**src/rtl/spi_frame_pkg.sv**
```systemverilog
package spi_frame_pkg;

  typedef struct packed {
    logic load;      // move a frame into the shift register
    logic loadZero;  // receive-only frame: shift zeros out
    logic rise;      // rising sck edge this cycle
    logic fall;      // falling sck edge this cycle
    logic capture;   // last falling edge: store received word
  } frameStrobes_t;

  localparam logic [1:0] ADDR_CTRL   = 2'd0;
  localparam logic [1:0] ADDR_DATA   = 2'd1;
  localparam logic [1:0] ADDR_STATUS = 2'd2;

endpackage

```
**src/rtl/spi_frame_ctrl.sv**
```systemverilog
module spi_frame_ctrl
  import spi_frame_pkg::*;
#(
  parameter int DATA_W    = 8,
  parameter int DIV_SEL_W = 3
) (
  input  logic                   clk,
  input  logic                   rstN,
  input  logic                   wrCtrl,
  input  logic [DIV_SEL_W+1:0]   ctrlBits,
  input  logic                   txFull,
  output frameStrobes_t          strobe,
  output logic                   busy,
  output logic                   sck,
  output logic                   enable,
  output logic                   rxOnly,
  output logic [DIV_SEL_W-1:0]   divSel
);

  localparam int CNT_W = (1 << DIV_SEL_W) - 1;
  localparam int BIT_W = $clog2(DATA_W);

  logic [CNT_W-1:0] halfCnt;
  logic [CNT_W-1:0] halfLimit;
  logic [BIT_W-1:0] bitCnt;
  logic             frameRxOnly;
  logic             tick;
  logic             lastFall;
  logic             canStart;
  logic             abortFrame;

  always_comb begin
    halfLimit  = CNT_W'((32'd1 << divSel) - 32'd1);
    tick       = (halfCnt == halfLimit);
    canStart   = enable && (rxOnly || txFull);
    lastFall   = busy && tick && sck && (bitCnt == BIT_W'(DATA_W - 1));
    // receive-only frame loaded but not yet clocked: drop it on disable
    abortFrame = busy && !enable && frameRxOnly && !sck && (bitCnt == '0);
    strobe.load     = (!busy || lastFall) && canStart;
    strobe.loadZero = rxOnly;
    strobe.rise     = busy && tick && !sck && !abortFrame;
    strobe.fall     = busy && tick && sck;
    strobe.capture  = lastFall;
  end

  always_ff @(posedge clk or negedge rstN) begin
    if (!rstN) begin
      enable <= 1'b0;
      rxOnly <= 1'b0;
      divSel <= '0;
    end else if (wrCtrl) begin
      enable <= ctrlBits[0];
      rxOnly <= ctrlBits[1];
      divSel <= ctrlBits[DIV_SEL_W+1:2];
    end
  end

  always_ff @(posedge clk or negedge rstN) begin
    if (!rstN) begin
      busy        <= 1'b0;
      sck         <= 1'b0;
      bitCnt      <= '0;
      halfCnt     <= '0;
      frameRxOnly <= 1'b0;
    end else begin
      if (abortFrame)        busy <= 1'b0;
      else if (strobe.load)  busy <= 1'b1;
      else if (lastFall)     busy <= 1'b0;

      if (strobe.rise)       sck <= 1'b1;
      else if (strobe.fall)  sck <= 1'b0;

      if (strobe.load || !busy || tick) halfCnt <= '0;
      else                              halfCnt <= halfCnt + 1'b1;

      if (strobe.load)       bitCnt <= '0;
      else if (strobe.fall)  bitCnt <= bitCnt + 1'b1;

      if (strobe.load)       frameRxOnly <= rxOnly;
    end
  end

  // no clock activity outside a frame
  p_sck_idle_r5: assert property (@(posedge clk) disable iff (!rstN)
    !busy |-> !sck);

  // nothing starts while disabled
  p_no_start_off_r7: assert property (@(posedge clk) disable iff (!rstN)
    (!enable && !busy) |=> !busy);

  // an unclocked receive-only frame is dropped on disable
  p_abort_clears_r10: assert property (@(posedge clk) disable iff (!rstN)
    (busy && !enable && frameRxOnly && !sck && bitCnt == '0) |=> (!busy && !sck));

endmodule

```
**src/rtl/spi_frame_dp.sv**
```systemverilog
module spi_frame_dp
  import spi_frame_pkg::*;
#(
  parameter int DATA_W = 8
) (
  input  logic              clk,
  input  logic              rstN,
  input  frameStrobes_t     strobe,
  input  logic              enable,
  input  logic              wrTx,
  input  logic [DATA_W-1:0] wrData,
  input  logic              rdRx,
  input  logic              miso,
  output logic              txFull,
  output logic              rxFull,
  output logic [DATA_W-1:0] rxWord,
  output logic              txBit
);

  logic [DATA_W-1:0] txBuf;
  logic [DATA_W-1:0] txShift;
  logic [DATA_W-2:0] rxShift;
  logic              rxBit;

  assign txBit = txShift[DATA_W-1];

  always_ff @(posedge clk or negedge rstN) begin
    if (!rstN) begin
      txBuf   <= '0;
      txFull  <= 1'b0;
      txShift <= '0;
      rxShift <= '0;
      rxBit   <= 1'b0;
      rxWord  <= '0;
      rxFull  <= 1'b0;
    end else begin
      if (!enable)           txFull <= 1'b0;
      else if (wrTx)         txFull <= 1'b1;
      else if (strobe.load)  txFull <= 1'b0;

      if (enable && wrTx)    txBuf <= wrData;

      if (strobe.load)       txShift <= strobe.loadZero ? '0 : txBuf;
      else if (strobe.fall)  txShift <= {txShift[DATA_W-2:0], 1'b0};

      if (strobe.rise)       rxBit <= miso;
      if (strobe.fall)       rxShift <= {rxShift[DATA_W-3:0], rxBit};

      if (strobe.capture) begin
        rxWord <= {rxShift, rxBit};
        rxFull <= 1'b1;
      end else if (rdRx) begin
        rxFull <= 1'b0;
      end
    end
  end

  // a disabled engine never holds a pending word
  p_pending_dropped_r8: assert property (@(posedge clk) disable iff (!rstN)
    !enable |=> !txFull);

endmodule

```
**src/rtl/spi_frame_master.sv**
```systemverilog
module spi_frame_master
  import spi_frame_pkg::*;
#(
  parameter int DATA_W    = 8,
  parameter int DIV_SEL_W = 3
) (
  input  logic              clk,
  input  logic              rstN,
  input  logic [1:0]        addr,
  input  logic              wrEn,
  input  logic [DATA_W-1:0] wrData,
  input  logic              rdEn,
  output logic [DATA_W-1:0] rdData,
  output logic              sck,
  output logic              mosi,
  input  logic              miso
);

  frameStrobes_t          strobe;
  logic                   busy;
  logic                   enable;
  logic                   rxOnly;
  logic [DIV_SEL_W-1:0]   divSel;
  logic                   txFull;
  logic                   rxFull;
  logic [DATA_W-1:0]      rxWord;
  logic                   txBit;
  logic                   wrCtrl;
  logic                   wrTx;
  logic                   rdRx;

  assign wrCtrl = wrEn && (addr == ADDR_CTRL);
  assign wrTx   = wrEn && (addr == ADDR_DATA);
  assign rdRx   = rdEn && (addr == ADDR_DATA);
  assign mosi   = busy && txBit;

  always_comb begin
    case (addr)
      ADDR_CTRL:   rdData = DATA_W'({divSel, rxOnly, enable});
      ADDR_DATA:   rdData = rxWord;
      ADDR_STATUS: rdData = DATA_W'({busy, rxFull, !txFull});
      default:     rdData = '0;
    endcase
  end

  spi_frame_ctrl #(.DATA_W(DATA_W), .DIV_SEL_W(DIV_SEL_W)) uCtrl (
    .clk      (clk),
    .rstN     (rstN),
    .wrCtrl   (wrCtrl),
    .ctrlBits (wrData[DIV_SEL_W+1:0]),
    .txFull   (txFull),
    .strobe   (strobe),
    .busy     (busy),
    .sck      (sck),
    .enable   (enable),
    .rxOnly   (rxOnly),
    .divSel   (divSel)
  );

  spi_frame_dp #(.DATA_W(DATA_W)) uDp (
    .clk    (clk),
    .rstN   (rstN),
    .strobe (strobe),
    .enable (enable),
    .wrTx   (wrTx),
    .wrData (wrData),
    .rdRx   (rdRx),
    .miso   (miso),
    .txFull (txFull),
    .rxFull (rxFull),
    .rxWord (rxWord),
    .txBit  (txBit)
  );

  // data out holds while the clock is high
  p_mosi_hold_r3: assert property (@(posedge clk) disable iff (!rstN)
    (sck && $past(sck)) |-> $stable(mosi));

  // a received word appears only on a falling clock edge
  p_rx_on_fall_r4: assert property (@(posedge clk) disable iff (!rstN)
    $rose(rxFull) |-> ($past(sck) && !sck));

  // buffer empties by loading, and then busy is high
  p_txe_means_loaded_r2: assert property (@(posedge clk) disable iff (!rstN)
    ($fell(txFull) && enable) |-> busy);

endmodule

```
**config.mk**
```make
export PLATFORM = sky130hd
export DESIGN_NAME = spi_frame_master
export DESIGN_NICKNAME = d
export VERILOG_FILES = /design/src/rtl/spi_frame_pkg.sv /design/src/rtl/spi_frame_ctrl.sv /design/src/rtl/spi_frame_dp.sv /design/src/rtl/spi_frame_master.sv
export SDC_FILE = /design/constraint.sdc
export NUM_CORES = 1
export LEC_CHECK = 0
export BUFFER_PORTS_ARGS = -buffer_cell sky130_fd_sc_hd__clkbuf_2
export CORE_MARGIN = 2
export CORE_UTILIZATION = 25
export CTS_CLUSTER_DIAMETER = 30
export DETAILED_ROUTE_END_ITERATION = 10
export GPL_TIMING_DRIVEN = 0
export PLACE_DENSITY_LB_ADDON = 0.1
export REMOVE_ABC_BUFFERS = 1
export SLEW_MARGIN = 10
export SYNTH_ARGS = -nofsm -noshare
export SYNTH_HDL_FRONTEND = slang
export SYNTH_SLANG_ARGS = --single-unit
```
**constraint.sdc**
```tcl
create_clock -name clk -period 3.9 [get_ports clk]
set_input_delay 0.78 -clock clk [delete_from_list [all_inputs] [get_ports clk]]
set_output_delay 0.78 -clock clk [all_outputs]
set_load 0.1 [all_outputs]
```
==> results of run 1 <==
[cell families after synthesis]
logic type               Yosys count
AND/OR/NAND/NOR                   67
XOR/XNOR                          11
multiplexers                      51
adder cells (fa/ha/maj)            5
buffers and inverters             14
AO/OA/AOI/OAI                     22
flip-flops                        52
[worst max-delay path, delay by kind of cell (launching register included)]
family | cells | cell delay [ns]
flip-flops | 1 | 0.55
XOR/XNOR | 1 | 0.23
multiplexers | 1 | 0.27
adder cells (fa/ha/maj) | 1 | 0.29
AND/OR/NAND/NOR | 2 | 0.56
AO/OA/AOI/OAI | 3 | 1.25
[area by class of cell]
cell class	instances	area, um2
fill	1092	7246
sequential	52	1301
multi-input combinational	156	1266
tap	136	170.2
timing repair buffer	25	150.1
clock buffer	5	68.82
clock inverter	2	60.06
inverter	4	15.01
[synth_stat cells (2+ instances only)]
| library cell | n | area share (%) |
|---|---|---|
| sky130_fd_sc_hd__o31ai_2 | 3 | 1.4 |
| sky130_fd_sc_hd__nor3_1 | 2 | 0.38 |
| sky130_fd_sc_hd__clkbuf_1 | 6 | 0.86 |
| sky130_fd_sc_hd__xor2_1 | 5 | 1.7 |
| sky130_fd_sc_hd__xnor2_1 | 6 | 2.0 |
| sky130_fd_sc_hd__nor2b_1 | 3 | 0.71 |
| sky130_fd_sc_hd__nor2_1 | 17 | 2.4 |
| sky130_fd_sc_hd__nor3b_1 | 2 | 0.57 |
| sky130_fd_sc_hd__mux2_2 | 29 | 12 |
| sky130_fd_sc_hd__nand2b_1 | 11 | 2.6 |
| sky130_fd_sc_hd__inv_1 | 4 | 0.57 |
| sky130_fd_sc_hd__mux2i_1 | 22 | 8.4 |
| sky130_fd_sc_hd__ha_1 | 5 | 2.4 |
| sky130_fd_sc_hd__buf_6 | 2 | 0.86 |
| sky130_fd_sc_hd__nand3_1 | 3 | 0.57 |
| sky130_fd_sc_hd__nand4_1 | 3 | 0.71 |
| sky130_fd_sc_hd__o21ai_0 | 8 | 1.5 |
| sky130_fd_sc_hd__and2_1 | 5 | 1.2 |
| sky130_fd_sc_hd__dfrtp_1 | 52 | 49 |
| sky130_fd_sc_hd__and3_1 | 2 | 0.48 |
| sky130_fd_sc_hd__nand2_1 | 14 | 2.0 |
[worst min path at each step]
stage,cells after the start,slack (ns),to
global placement,1,0.48,uDp.rxWord[7]$_DFFE_PN0P_
finish,2,0.48,uCtrl.sck$_DFFE_PN0P_
CTS,2,0.49,uDp.txBuf[7]$_DFFE_PN0P_
global route,2,0.49,uDp.txBuf[7]$_DFFE_PN0P_
detailed placement,1,0.49,uDp.rxWord[5]$_DFFE_PN0P_
floorplan,2,0.44,uDp.rxFull$_DFFE_PN0P_
[routing by layer]
| layer | global-route usage, % | part of all wire (%) | routed length (um) |
|---|---|---|---|
| met1 | 13.96 | 48 | 2650 |
| met2 | 17.74 | 49 | 2691 |
| met3 | 2.249 | 2.4 | 130 |
| met4 | 3.061 | 0.96 | 53 |
| met5 | 0 | 0 | 0 |
[stage by stage]
stage | util (%) | setup slack [ns] | instance area (um2) | instances | hold WS [ns]
2_1_floorplan | - | 0.1281 | 2574 | 212 | 0.4449
3_3_place_gp | 27.87 | 0.2790 | 2864 | 372 | 0.4821
3_5_place_dp | 28.16 | 0.2490 | 2894 | 373 | 0.4899
4_1_cts | 29.41 | 0.2300 | 3023 | 380 | 0.4873
5_1_grt | 29.50 | 0.3765 | 3032 | 380 | 0.4888
6_report | 29.50 | 0.6624 | 3032 | 380 | 0.4792
[power groups by stage]
stage | clock network, uW | registers [uW] | logic, uW
after floorplan | 0 | 734 | 307
after global placement | 0 | 747 | 410
after detailed placement | 0 | 747 | 416
after CTS | 458 | 735 | 418
after global routing | 483 | 752 | 456
final | 438 | 731 | 412
[flip-flops by register name (all words and copies together) (netlist names)]
register	count
uCtrl.rxOnly	1
uCtrl.busy	1
uDp.txShift	8
uDp.txFull	1
uDp.txBuf	8
uCtrl.bitCnt	3
uDp.rxWord	8
uDp.rxFull	1
uCtrl.frameRxOnly	1
uCtrl.halfCnt	7
uCtrl.sck	1
uDp.rxShift	7
uCtrl.enable	1
uDp.rxBit	1
uCtrl.divSel	3
==> parameters.txt, run 1 <==
Parameter                              Value

Die
  Top Ports ... 25
  Die height ... ~110 um
  X dimension of the die ... 106.6 um
  Row cnt ... 37
  Die Outline Area ... roughly 11,000 um2
  Effective utilization at floorplan ... between 20 and 30%
  Core box area ... 10,280 um2

Layout
  Most frequent standard cell in the layout excluding fill and tap cells ... sky130_fd_sc_hd__dfrtp_1
  Area added between synthesis and finish ... 15.22%
  Number of nets in the finished design ... 264
  Top library cells by usage in the layout, fill and taps aside ... sky130_fd_sc_hd__dfrtp_1, sky130_fd_sc_hd__mux2_2, sky130_fd_sc_hd__clkbuf_2, sky130_fd_sc_hd__mux2i_1, sky130_fd_sc_hd__nor2_1
  Antenna Cells ... 0
  Fraction of final layout cells sized beyond drive strength 1 ... 27.46%

STA
  Final worst-path cycle share ... between 80 and 90%
  Highest clock frequency the design can meet ... between 300 and 400 MHz
  Final slew viol count ... 0
  RSZ-0062 raised after global routing ... no
  Final sum of negative setup slack ... 0 ns
  Final critical delay including setup and external delays ... roughly 3.2 ns
  Max Clock Skew ... 0.004884 ns
  Max-slew headroom ... between 20% and 30%
  Setup violations, final ... 0
  Number of hold violations in the final report ... 0
  Worst Tran Pin Value ... roughly 1.1 ns

Global route
  Via count of the first global-routing pass ... 1,820
  Wire length of the first global-routing pass ... roughly 9400 um
  Maximum number of pins on one net before global-route repair ... 53
  Total Routing Usage GR ... a little over a tenth
  Global route overflow ... 0
  Initial antenna violation count ... 0

Setup path
  Worst reg2reg path endpoint ... uDp.txShift[4]$_DFFE_PN0P_
  Stage delay of the slowest cell on the critical path ... roughly 0.7 ns
  FF-to-FF setup slack ... ~0.66 ns
  Max FO, Critical Path ... 12
  Worst EP arrival ... between 3 and 4 ns
  Critical Path End Type ... register
  Startpoint class of the critical path ... register
  Timing endpoint of the critical path ... uDp.txShift[4]$_DFFE_PN0P_
  Crit-path slowest cell ... sky130_fd_sc_hd__o31ai_4
  Beginning of the worst register-to-register path ... uCtrl.divSel[1]$_DFFE_PN0P_
  Startpoint of the worst setup timing path ... uCtrl.divSel[1]$_DFFE_PN0P_
  Crit path kind ... register to register
  Required time of the critical path ... 4.13 ns
  Cell Chain, Critical Path ... or3_1 > ha_1 > xor2_1 > nand4_1 > a211oi_1 > o31ai_2 > o31ai_4 > mux2i_1
  Worst Reg-to-Reg Cells ... 8

Yosys
  Share of the yosys chip area belonging to registers ... 49.45%
  Top_reg_cell synth ... sky130_fd_sc_hd__dfrtp_1
  Post-synthesis sequential element count ... 52
  Share of the synthesized area in compound gates (AO/OA/AOI/OAI) ... just under 8%
  Netlist area before placement ... roughly 2600 um2
  Simple-Gate Fraction of Synth Area ... between 10% and 20%
  Synthesized-area fraction occupied by adder cells ... under 10%
  Synth warnings ... 0
  Per-instance average area after synthesis ... between 10 and 15 um2
  Number of enable-type register cells in the synthesized netlist ... 0
  Post-synthesis mux area share ... approximately a fifth
  Distinct cell type count of the synthesized netlist ... 39
  Number of cells produced by synthesis ... around 220
  Area share of xor/xnor cells in the synthesized design ... around 3.7%
  Combinational family with the most area after synthesis ... multiplexers
  Async S/R FF share, synth ... between 90% and 100%

Route
  DR vias/cell ... about 4.4
  Post-detailed-route DRC marker count ... 0
  Average wire per standard cell ... 14.54 um
  Antenna-violating nets left ... 0
  Vias ... between 1,500 and 2,000
  Total wire length after detailed routing ... roughly 5500 um
  Iteration count of the initial detailed-routing pass ... 4
  Initial drt markers ... 84

Power and ir drop
  Sequential power share ... approximately 46%
  Static leakage ... around 0.0014 uW
  PD cells ... around 520 nW/um2
  Cell-internal power ... 1046 uW
  Total power of the final layout ... 1581 uW
  VDD IR max ... between 150 and 200 uV
  Clock power frac ... between 20% and 30%
  Combinational cell fraction of total power ... around a quarter
  Sw Ratio ... about 34%
  Switching power of the nets ... 535.2 uW

Placed design
  Half-perimeter wire length of the detailed placement result ... 3811 um
  GP Congestion ... between 0.6 and 0.7
  Port buffer count ... 24

Clocking
  Resize count post-CTS ... 0
  CTS sink cnt ... 52
  Clock latency on the worst-skew pair ... 0.30 ns
  Root cell of the clock tree ... sky130_fd_sc_hd__clkbuf_8
  Number of buffers added by the clock tree synthesis step ... 5
  CTS max path bufs ... 2
  TritonCTS clock tree ... done
  Clock Pin Slew Worst Setup and Hold Paths ... 0.10 ns
  Count of hold-fix buffers inserted at cts ... 0
  H-tree level count ... 2
  Postcts setup bufs ... 0

Hold path
  Worst hold path class ... input pin to async pin

Run
  Maxcap violations ... 0

Status
  Outcome ... complete, no violations
Note: power is estimated with default switching activity, not from simulation.
==> run 2, diff against run 1 <==
--- a/config.mk
+++ b/config.mk
@@ -5,6 +5,7 @@
 export SDC_FILE = /design/constraint.sdc
 export NUM_CORES = 1
 export LEC_CHECK = 0
+export ABC_AREA = 1
 export BUFFER_PORTS_ARGS = -buffer_cell sky130_fd_sc_hd__clkbuf_2
 export CORE_MARGIN = 2
 export CORE_UTILIZATION = 25
==> constraint.sdc (replaced) <==
create_clock -name clk -period 3.35 [get_ports clk]
set_input_delay 0.67 -clock clk [delete_from_list [all_inputs] [get_ports clk]]
set_output_delay 0.67 -clock clk [all_outputs]
set_load 0.1 [all_outputs]
==> run 2 against run 1 <==
  * Clock power shrank 15%
  * Clock-buffer cell count up 1
  * Sequential share of layout area decreased by 1.0 points
  * Highest routed layer unchanged
  * Critical path type unchanged
  * Global-route usage increased by 1.3 points
  * Critical path depth rose by 8
  * Utilization is 0.71 points lower
==> parameters.txt, run 2 <==
Parameter                              Value

STA
  Final critical delay including setup and external delays ... ~2.8 ns
  Highest clock frequency the design can meet ... around 350 MHz
  Max Clock Skew ... 0.004011 ns
  Setup violations, final ... 0
  Final sum of negative setup slack ... 0 ns
  Worst Tran Pin Value ... about 0.64 ns
  Final worst slack ... roughly 0.52 ns
  Max-slew headroom ... a little under three fifths
  Final worst-path cycle share ... a little over four fifths
  Final slew viol count ... 0
  Number of hold violations in the final report ... 0
  RSZ-0062 raised after global routing ... no

Setup path
  Required time of the critical path ... approximately 3.6 ns
  Cell Chain, Critical Path ... nor2_4 > nand2_2 > ha_1 > nand2_1 > inv_1 > nor2_1 > nand3_1 > nor2_4 > nand2_1 > nor2_1 > nand4_1 > nand2_1 > inv_1 > nor2_1 > nand2_1 > nand2_1
  Critical path's most frequent cell ... sky130_fd_sc_hd__nand2_1
  Stage delay of the slowest cell on the critical path ... between 0.5 and 0.6 ns
  Max FO, Critical Path ... 14
  Buf+Inv Stages, Crit Path ... 2
  Total number of cells along the worst setup path ... 16
  Crit-path slowest cell ... sky130_fd_sc_hd__dfrtp_1
  Beginning of the worst register-to-register path ... uCtrl.divSel[1]$_DFFE_PN0P_
  Kind of cell with the highest combined delay on the critical path ... simple AND/OR/NAND/NOR gates
  Crit path kind ... register to register
  Worst reg2reg path endpoint ... uDp.txShift[2]$_DFFE_PN0P_
  Critical Path End Type ... register
  Worst EP arrival ... slightly above 3 ns
  Worst Reg-to-Reg Cells ... 16
  FF-to-FF setup slack ... roughly 0.52 ns
  Startpoint class of the critical path ... register

Die
  Row cnt ... 38
  Top Ports ... 25
  Die height ... 109.1 um
  Core box area ... ~11,000 um2
  X dimension of the die ... approximately 110 um
  Die Outline Area ... approximately 12,000 um2
  Effective utilization at floorplan ... around 26%

Layout
  Multi-input logic area ... 1137 um2
  Top library cells by usage in the layout, fill and taps aside ... sky130_fd_sc_hd__nand2_1, sky130_fd_sc_hd__inv_1, sky130_fd_sc_hd__dfrtp_1, sky130_fd_sc_hd__nor2_1, sky130_fd_sc_hd__o21ai_0
  Final design area excluding fillers ... 3107 um2
  Area added between synthesis and finish ... 12.61%
  Fraction of final layout cells sized beyond drive strength 1 ... around 13%
  Number of fill cells ... 1,199
  Biggest regs ... uDp.rxWord: 8 flops, uDp.txBuf: 8 flops, uDp.txShift: 8 flops
  Non-filler cells, final ... roughly 530
  Reg area ... approximately 1300 um2
  Number of nets in the finished design ... roughly 410
  Most frequent standard cell in the layout excluding fill and tap cells ... sky130_fd_sc_hd__nand2_1
  Antenna Cells ... 0

Hold path
  Worst hold path class ... input pin to async pin

Placed design
  Instance area after placement ... between 3000 and 4000 um2
  GP Congestion ... 0.7374
  Half-perimeter wire length of the detailed placement result ... 4552 um
  Place WS ... -0.09848 ns
  Port buffer count ... 24
  Placed instance count ... roughly 520

Power and ir drop
  Static leakage ... 0.001658 uW
  VDD IR max ... approximately 310 uV
  Total power of the final layout ... about 1800 uW
  PD cells ... 590.6 nW/um2

Clocking
  Number of buffers added by the clock tree synthesis step ... 5
  CTS max path bufs ... 2
  TritonCTS clock tree ... done
  Clock latency on the worst-skew pair ... approximately 0.30 ns
  Resize count post-CTS ... 0
  CTS sink cnt ... 52
  Root cell of the clock tree ... sky130_fd_sc_hd__clkbuf_8
  H-tree level count ... 2
  Count of hold-fix buffers inserted at cts ... 0
  Clock Pin Slew Worst Setup and Hold Paths ... 0.10 ns

Yosys
  Share of the yosys chip area belonging to registers ... between 40% and 50%
  Top_reg_cell synth ... sky130_fd_sc_hd__dfrtp_1
  Post-synthesis sequential element count ... between 50 and 60
  Number of cells produced by synthesis ... about 370
  Distinct cell type count of the synthesized netlist ... 30
  Netlist area before placement ... approximately 2800 um2
  Number of enable-type register cells in the synthesized netlist ... 0
  Per-instance average area after synthesis ... between 7 and 8 um2
  Most numerous cell in the Yosys netlist ... sky130_fd_sc_hd__nand2_1
  Top area cells in the synthesized netlist ... sky130_fd_sc_hd__dfrtp_1, sky130_fd_sc_hd__nand2_1, sky130_fd_sc_hd__inv_1, sky130_fd_sc_hd__nor2_1, sky130_fd_sc_hd__o21ai_0
  Cell type contributing the most total cell area after synthesis ... sky130_fd_sc_hd__dfrtp_1
  Commonest cells in the netlist ... sky130_fd_sc_hd__nand2_1, sky130_fd_sc_hd__inv_1, sky130_fd_sc_hd__dfrtp_1
  Synth warnings ... 0
  Area share of the largest cell type after synthesis ... between 40 and 50%
  Async S/R FF share, synth ... 100.0%

Route
  Vias ... between 2,000 and 2,500
  Antenna-violating nets left ... 0
  Initial drt markers ... ~90
  Average wire per standard cell ... 12.05 um
  Total wire length after detailed routing ... between 6000 and 7000 um
  Iteration count of the initial detailed-routing pass ... 4
  DR vias/cell ... 4.139
  Post-detailed-route DRC marker count ... 0

Global route
  Global route overflow ... 0
  Via count of the first global-routing pass ... about 2,100
  Initial antenna violation count ... 0
  Wire length of the first global-routing pass ... 10,810 um
  Maximum number of pins on one net before global-route repair ... 31
  Total Routing Usage GR ... between 10% and 20%

Status
  Outcome ... complete, no violations

Run
  Maxcap violations ... 0
-- run 2: changes by cell type in the layout (fill, tap and decap cells not counted), sizes merged, moves of 5 or more --
cell / before / now
nor2: 17 / 46
mux2: 29 / 0
and2: 5 / 0
mux2i: 22 / 0
a21oi: 1 / 6
nand3: 3 / 23
o21ai: 8 / 29
nand2: 14 / 117
xnor2: 6 / 1
nand2b: 11 / 0
inv: 4 / 66
-- run 2: how the worst max path moves through the flow --
stage                                       end  slack (ns)                   startpoint
finish               uDp.txShift[2]$_DFFE_PN0P_        0.52  uCtrl.divSel[1]$_DFFE_PN0P_
detailed placement  uCtrl.bitCnt[1]$_DFFE_PN0P_        -0.1  uCtrl.divSel[1]$_DFFE_PN0P_
CTS                 uCtrl.bitCnt[1]$_DFFE_PN0P_        0.25  uCtrl.divSel[1]$_DFFE_PN0P_
global route         uDp.txShift[2]$_DFFE_PN0P_        0.07  uCtrl.divSel[1]$_DFFE_PN0P_
global placement    uCtrl.bitCnt[1]$_DFFE_PN0P_       -0.09  uCtrl.divSel[1]$_DFFE_PN0P_
floorplan                             rdData[3]       -0.36                      addr[1]
-- run 2: power by group --
group          total [uW]  switching (uW)  internal (uW)
sequential            867             122            744
clock                 373             223            150
combinational         595             416            179
total                1830             762           1070
-- run 2: layout make-up --
type / count / share of cell area, %
clock buffer: 6 / 2.336
sequential: 52 / 41.88
multi-input combinational: 240 / 36.61
tap: 140 / 5.638
timing repair buffer: 26 / 4.833
inverter: 67 / 8.176
clock inverter: 2 / 0.5236
-- run 2: timing repair --
action	in CTS	in global routing
setup buffers	0	1
pin swaps	0	1
cloned	1	0
setup endpoints to repair	11	2
-- run 2: routing by layer --
layer  wire (um)  GRT usage, %  part of all wire (%)  up-vias
met5           0             0                     0        -
met4          36         2.747                  0.56        0
met1        3346         16.53                    52     1001
li1            -             -                     -     1169
met2        2788         19.17                    43       34
met3         252         2.391                   3.9        2
-- run 2: per-stage QoR --
stage | utilization [%] | hold slack [ns]
2_1_floorplan | - | 0.3744
5_1_grt | 28.79 | 0.2891
3_5_place_dp | 27.83 | 0.4644
3_3_place_gp | 27.63 | 0.4634
6_report | 28.79 | 0.2938
4_1_cts | 28.72 | 0.3038
-- run 2: cell families after synthesis --
group | share of synthesized area [%]
and+or+nand+nor | 30.11
DFF | 47.17
AOI/OAI and AO/OA | 7.347
adders and majority gates | 2.268
buffers and inverters | 11.84
xor gates and xnor gates | 1.270
==> run 3, diff against run 2 <==
--- a/config.mk
+++ b/config.mk
@@ -5,7 +5,7 @@
 export SDC_FILE = /design/constraint.sdc
 export NUM_CORES = 1
 export LEC_CHECK = 0
-export ABC_AREA = 1
+export ABC_AREA = 0
 export BUFFER_PORTS_ARGS = -buffer_cell sky130_fd_sc_hd__clkbuf_2
 export CORE_MARGIN = 2
 export CORE_UTILIZATION = 25
==> constraint.sdc (replaced) <==
create_clock -name clk -period 2.75 [get_ports clk]
set_input_delay 0.55 -clock clk [delete_from_list [all_inputs] [get_ports clk]]
set_output_delay 0.55 -clock clk [all_outputs]
set_load 0.1 [all_outputs]
==> run 3 against run 2 <==
  * Register-to-register slack lost 0.43 ns
  * Sequential power grew 19%
  * Maximum frequency grew 6.3%
  * Clock-buffer cell count shrank 1
  * Sequential share of layout area shrank 1.3 points
  * Critical path type unchanged
==> parameters.txt, run 3 (same netlist as run 1, synthesis figures left out) <==
Parameter                              Value

Global route
  Total Routing Usage GR ... 11.54%
  Via count of the first global-routing pass ... ~1,900
  Global route overflow ... 0
  Wire length of the first global-routing pass ... 10,120 um
  Initial antenna violation count ... 0
  Maximum number of pins on one net before global-route repair ... between 50 and 60

Clocking
  Clock latency on the worst-skew pair ... about 0.30 ns
  H-tree level count ... 2
  Root cell of the clock tree ... sky130_fd_sc_hd__clkbuf_8
  CTS max path bufs ... 2
  Number of buffers added by the clock tree synthesis step ... 5
  TritonCTS clock tree ... done
  CTS sink cnt ... 52
  Clock Pin Slew Worst Setup and Hold Paths ... approximately 0.10 ns
  Count of hold-fix buffers inserted at cts ... 0

Die
  X dimension of the die ... between 100 and 150 um
  Die Outline Area ... roughly 11,000 um2
  Top Ports ... 25
  Die height ... about 110 um
  Core box area ... 10,280 um2
  Row cnt ... 37
  Effective utilization at floorplan ... about a quarter

Setup path
  Beginning of the worst register-to-register path ... uCtrl.divSel[0]$_DFFE_PN0P_
  Max FO, Critical Path ... 18
  Timing endpoint of the critical path ... uDp.rxShift[6]$_DFFE_PN0P_
  Startpoint of the worst setup timing path ... uCtrl.divSel[0]$_DFFE_PN0P_
  Worst Reg-to-Reg Cells ... 9
  Cell Chain, Critical Path ... or3_4 > ha_4 > xor2_2 > nand4_1 > a2111oi_4 > buf_4 > o31ai_4 > buf_12 > mux2_2
  Buf+Inv Stages, Crit Path ... 2
  Required time of the critical path ... roughly 3 ns
  Crit-path slowest cell ... sky130_fd_sc_hd__dfrtp_2
  Stage delay of the slowest cell on the critical path ... 0.45 ns
  Worst EP arrival ... about 2.9 ns
  Startpoint class of the critical path ... register
  Kind of cell with the highest combined delay on the critical path ... simple AND/OR/NAND/NOR gates
  Total number of cells along the worst setup path ... 9
  FF-to-FF setup slack ... between 0.08 and 0.09 ns
  Worst reg2reg path endpoint ... uDp.rxShift[6]$_DFFE_PN0P_
  Crit path kind ... register to register
  Critical Path End Type ... register

Layout
  Number of nets in the finished design ... between 200 and 300
  Number of fill cells ... between 1,000 and 1,500
  Reg area ... approximately 1300 um2
  Top library cells by usage in the layout, fill and taps aside ... sky130_fd_sc_hd__dfrtp_1, sky130_fd_sc_hd__mux2_2, sky130_fd_sc_hd__clkbuf_2, sky130_fd_sc_hd__mux2i_1, sky130_fd_sc_hd__nor2_1
  Antenna Cells ... 0
  Multi-input logic area ... around 1300 um2
  Most frequent standard cell in the layout excluding fill and tap cells ... sky130_fd_sc_hd__dfrtp_1
  Area added between synthesis and finish ... 22.11%
  Fraction of final layout cells sized beyond drive strength 1 ... around 34%
  Biggest regs ... uDp.rxWord: 8 flops, uDp.txBuf: 8 flops, uDp.txShift: 8 flops

STA
  Final slew viol count ... 0
  Hold slack ... around 0.25 ns
  Final critical delay including setup and external delays ... approximately 2.7 ns
  Final worst slack ... between 0.08 and 0.09 ns
  Final worst-path cycle share ... between 90% and 100%
  Max Clock Skew ... 0.003673 ns
  Worst Tran Pin Value ... 0.8475 ns
  Highest clock frequency the design can meet ... 375.6 MHz
  Number of hold violations in the final report ... 0
  RSZ-0062 raised after global routing ... yes
  Setup violations, final ... 0
  Max-slew headroom ... about 43%

Power and ir drop
  Static leakage ... between 0.001 and 0.0015 uW
  PD cells ... 726.4 nW/um2
  VDD IR max ... 270.4 uV

Route
  Total wire length after detailed routing ... slightly below 6000 um
  Post-detailed-route DRC marker count ... 0
  Initial drt markers ... ~120
  Average wire per standard cell ... between 15 and 20 um
  Antenna-violating nets left ... 0
  DR vias/cell ... 4.473
  Iteration count of the initial detailed-routing pass ... 4
  Vias ... between 1,500 and 2,000

Placed design
  Half-perimeter wire length of the detailed placement result ... between 3000 and 4000 um
  Place WS ... -0.9010 ns
  GP Congestion ... between 0.6 and 0.7
  Port buffer count ... 24

Status
  Outcome ... complete, no violations

Run
  Maxcap violations ... 0

Hold path
  Worst hold path class ... input pin to async pin
[run 3: cell types whose count changed in the layout (fill, tap and decap cells not counted), sizes merged, moves of 9 or more]
cell,delta
inv,-62
nand2,-103
o21ai,-21
nor2,-29
mux2i,+22
buf,+9
nand2b,+11
nand3,-20
mux2,+29
[run 3: what timing repair did]
| item | CTS | global route |
|---|---|---|
| setup endpoints to repair | 38 | 27 |
| hold endpoints to repair | 0 | 0 |
| gates resized for setup | 10 | 5 |
| pin swaps | 6 | 3 |
| setup buffers | 10 | 0 |
| cloned | 1 | 0 |
[run 3: final cells by class]
| class | count | area share [%] |
|---|---|---|
| Timing Repair Buffer | 35 | 7.788 |
| Clock inverter | 2 | 1.869 |
| Clock buffer | 5 | 2.142 |
| Sequential cell | 52 | 40.62 |
| Tap cell | 136 | 5.296 |
| Multi-Input combinational cell | 157 | 41.82 |
| Inverter | 4 | 0.4673 |
[run 3: worst reg2reg max path, delay by kind of cell, from the launching register on]
family	cells	cell delay, ns
adder cells (fa/ha/maj)	1	0.20
flip-flops	1	0.45
XOR/XNOR	1	0.18
AO/OA/AOI/OAI	2	0.46
AND/OR/NAND/NOR	2	0.60
buffers and inverters	2	0.40
multiplexers	1	0.28
[run 3: layer usage]
| metal | vias to the layer above | GRT usage (%) | wire, um |
|---|---|---|---|
| met4 | 0 | 3.061 | 53 |
| met2 | 21 | 19.11 | 2896 |
| li1 | 844 | - | - |
| met1 | 880 | 15.40 | 2816 |
| met5 | - | 0 | 0 |
| met3 | 4 | 2.310 | 179 |
[run 3: power breakdown]
part	internal (uW)	leakage (uW)	switching (uW)	total, uW
Sequential	900	0.000679	127	1030
Clock	359	0.0000642	263	622
Combinational	279	0.000732	407	685
[run 3: metrics by stage]
| stage | total power [uW] | cell area [um2] | std cells | TNS, ns | util (%) |
|---|---|---|---|---|---|
| after detailed placement | 1649 | 2894 | 373 | -16.40 | 28.16 |
| after floorplan | 1476 | 2574 | 212 | -4.201 | - |
| after CTS | 2357 | 3187 | 391 | 0 | 31.01 |
| after global routing | 2494 | 3213 | 391 | -0.07647 | 31.26 |
| after global placement | 1640 | 2864 | 372 | -16.20 | 27.87 |
| final | 2334 | 3213 | 391 | 0 | 31.26 |
[run 3: how the worst min path moves through the flow]
stage                                    from                     endpoint  cells past startpoint
global route                             rstN     uDp.txBuf[7]$_DFFE_PN0P_                      2
floorplan                                rstN  uCtrl.bitCnt[0]$_DFFE_PN0P_                      0
finish                                   rstN  uCtrl.bitCnt[0]$_DFFE_PN0P_                      2
detailed placement  uDp.rxWord[5]$_DFFE_PN0P_    uDp.rxWord[5]$_DFFE_PN0P_                      1
global placement    uDp.rxWord[7]$_DFFE_PN0P_    uDp.rxWord[7]$_DFFE_PN0P_                      1
CTS                                      rstN     uDp.txBuf[7]$_DFFE_PN0P_                      2
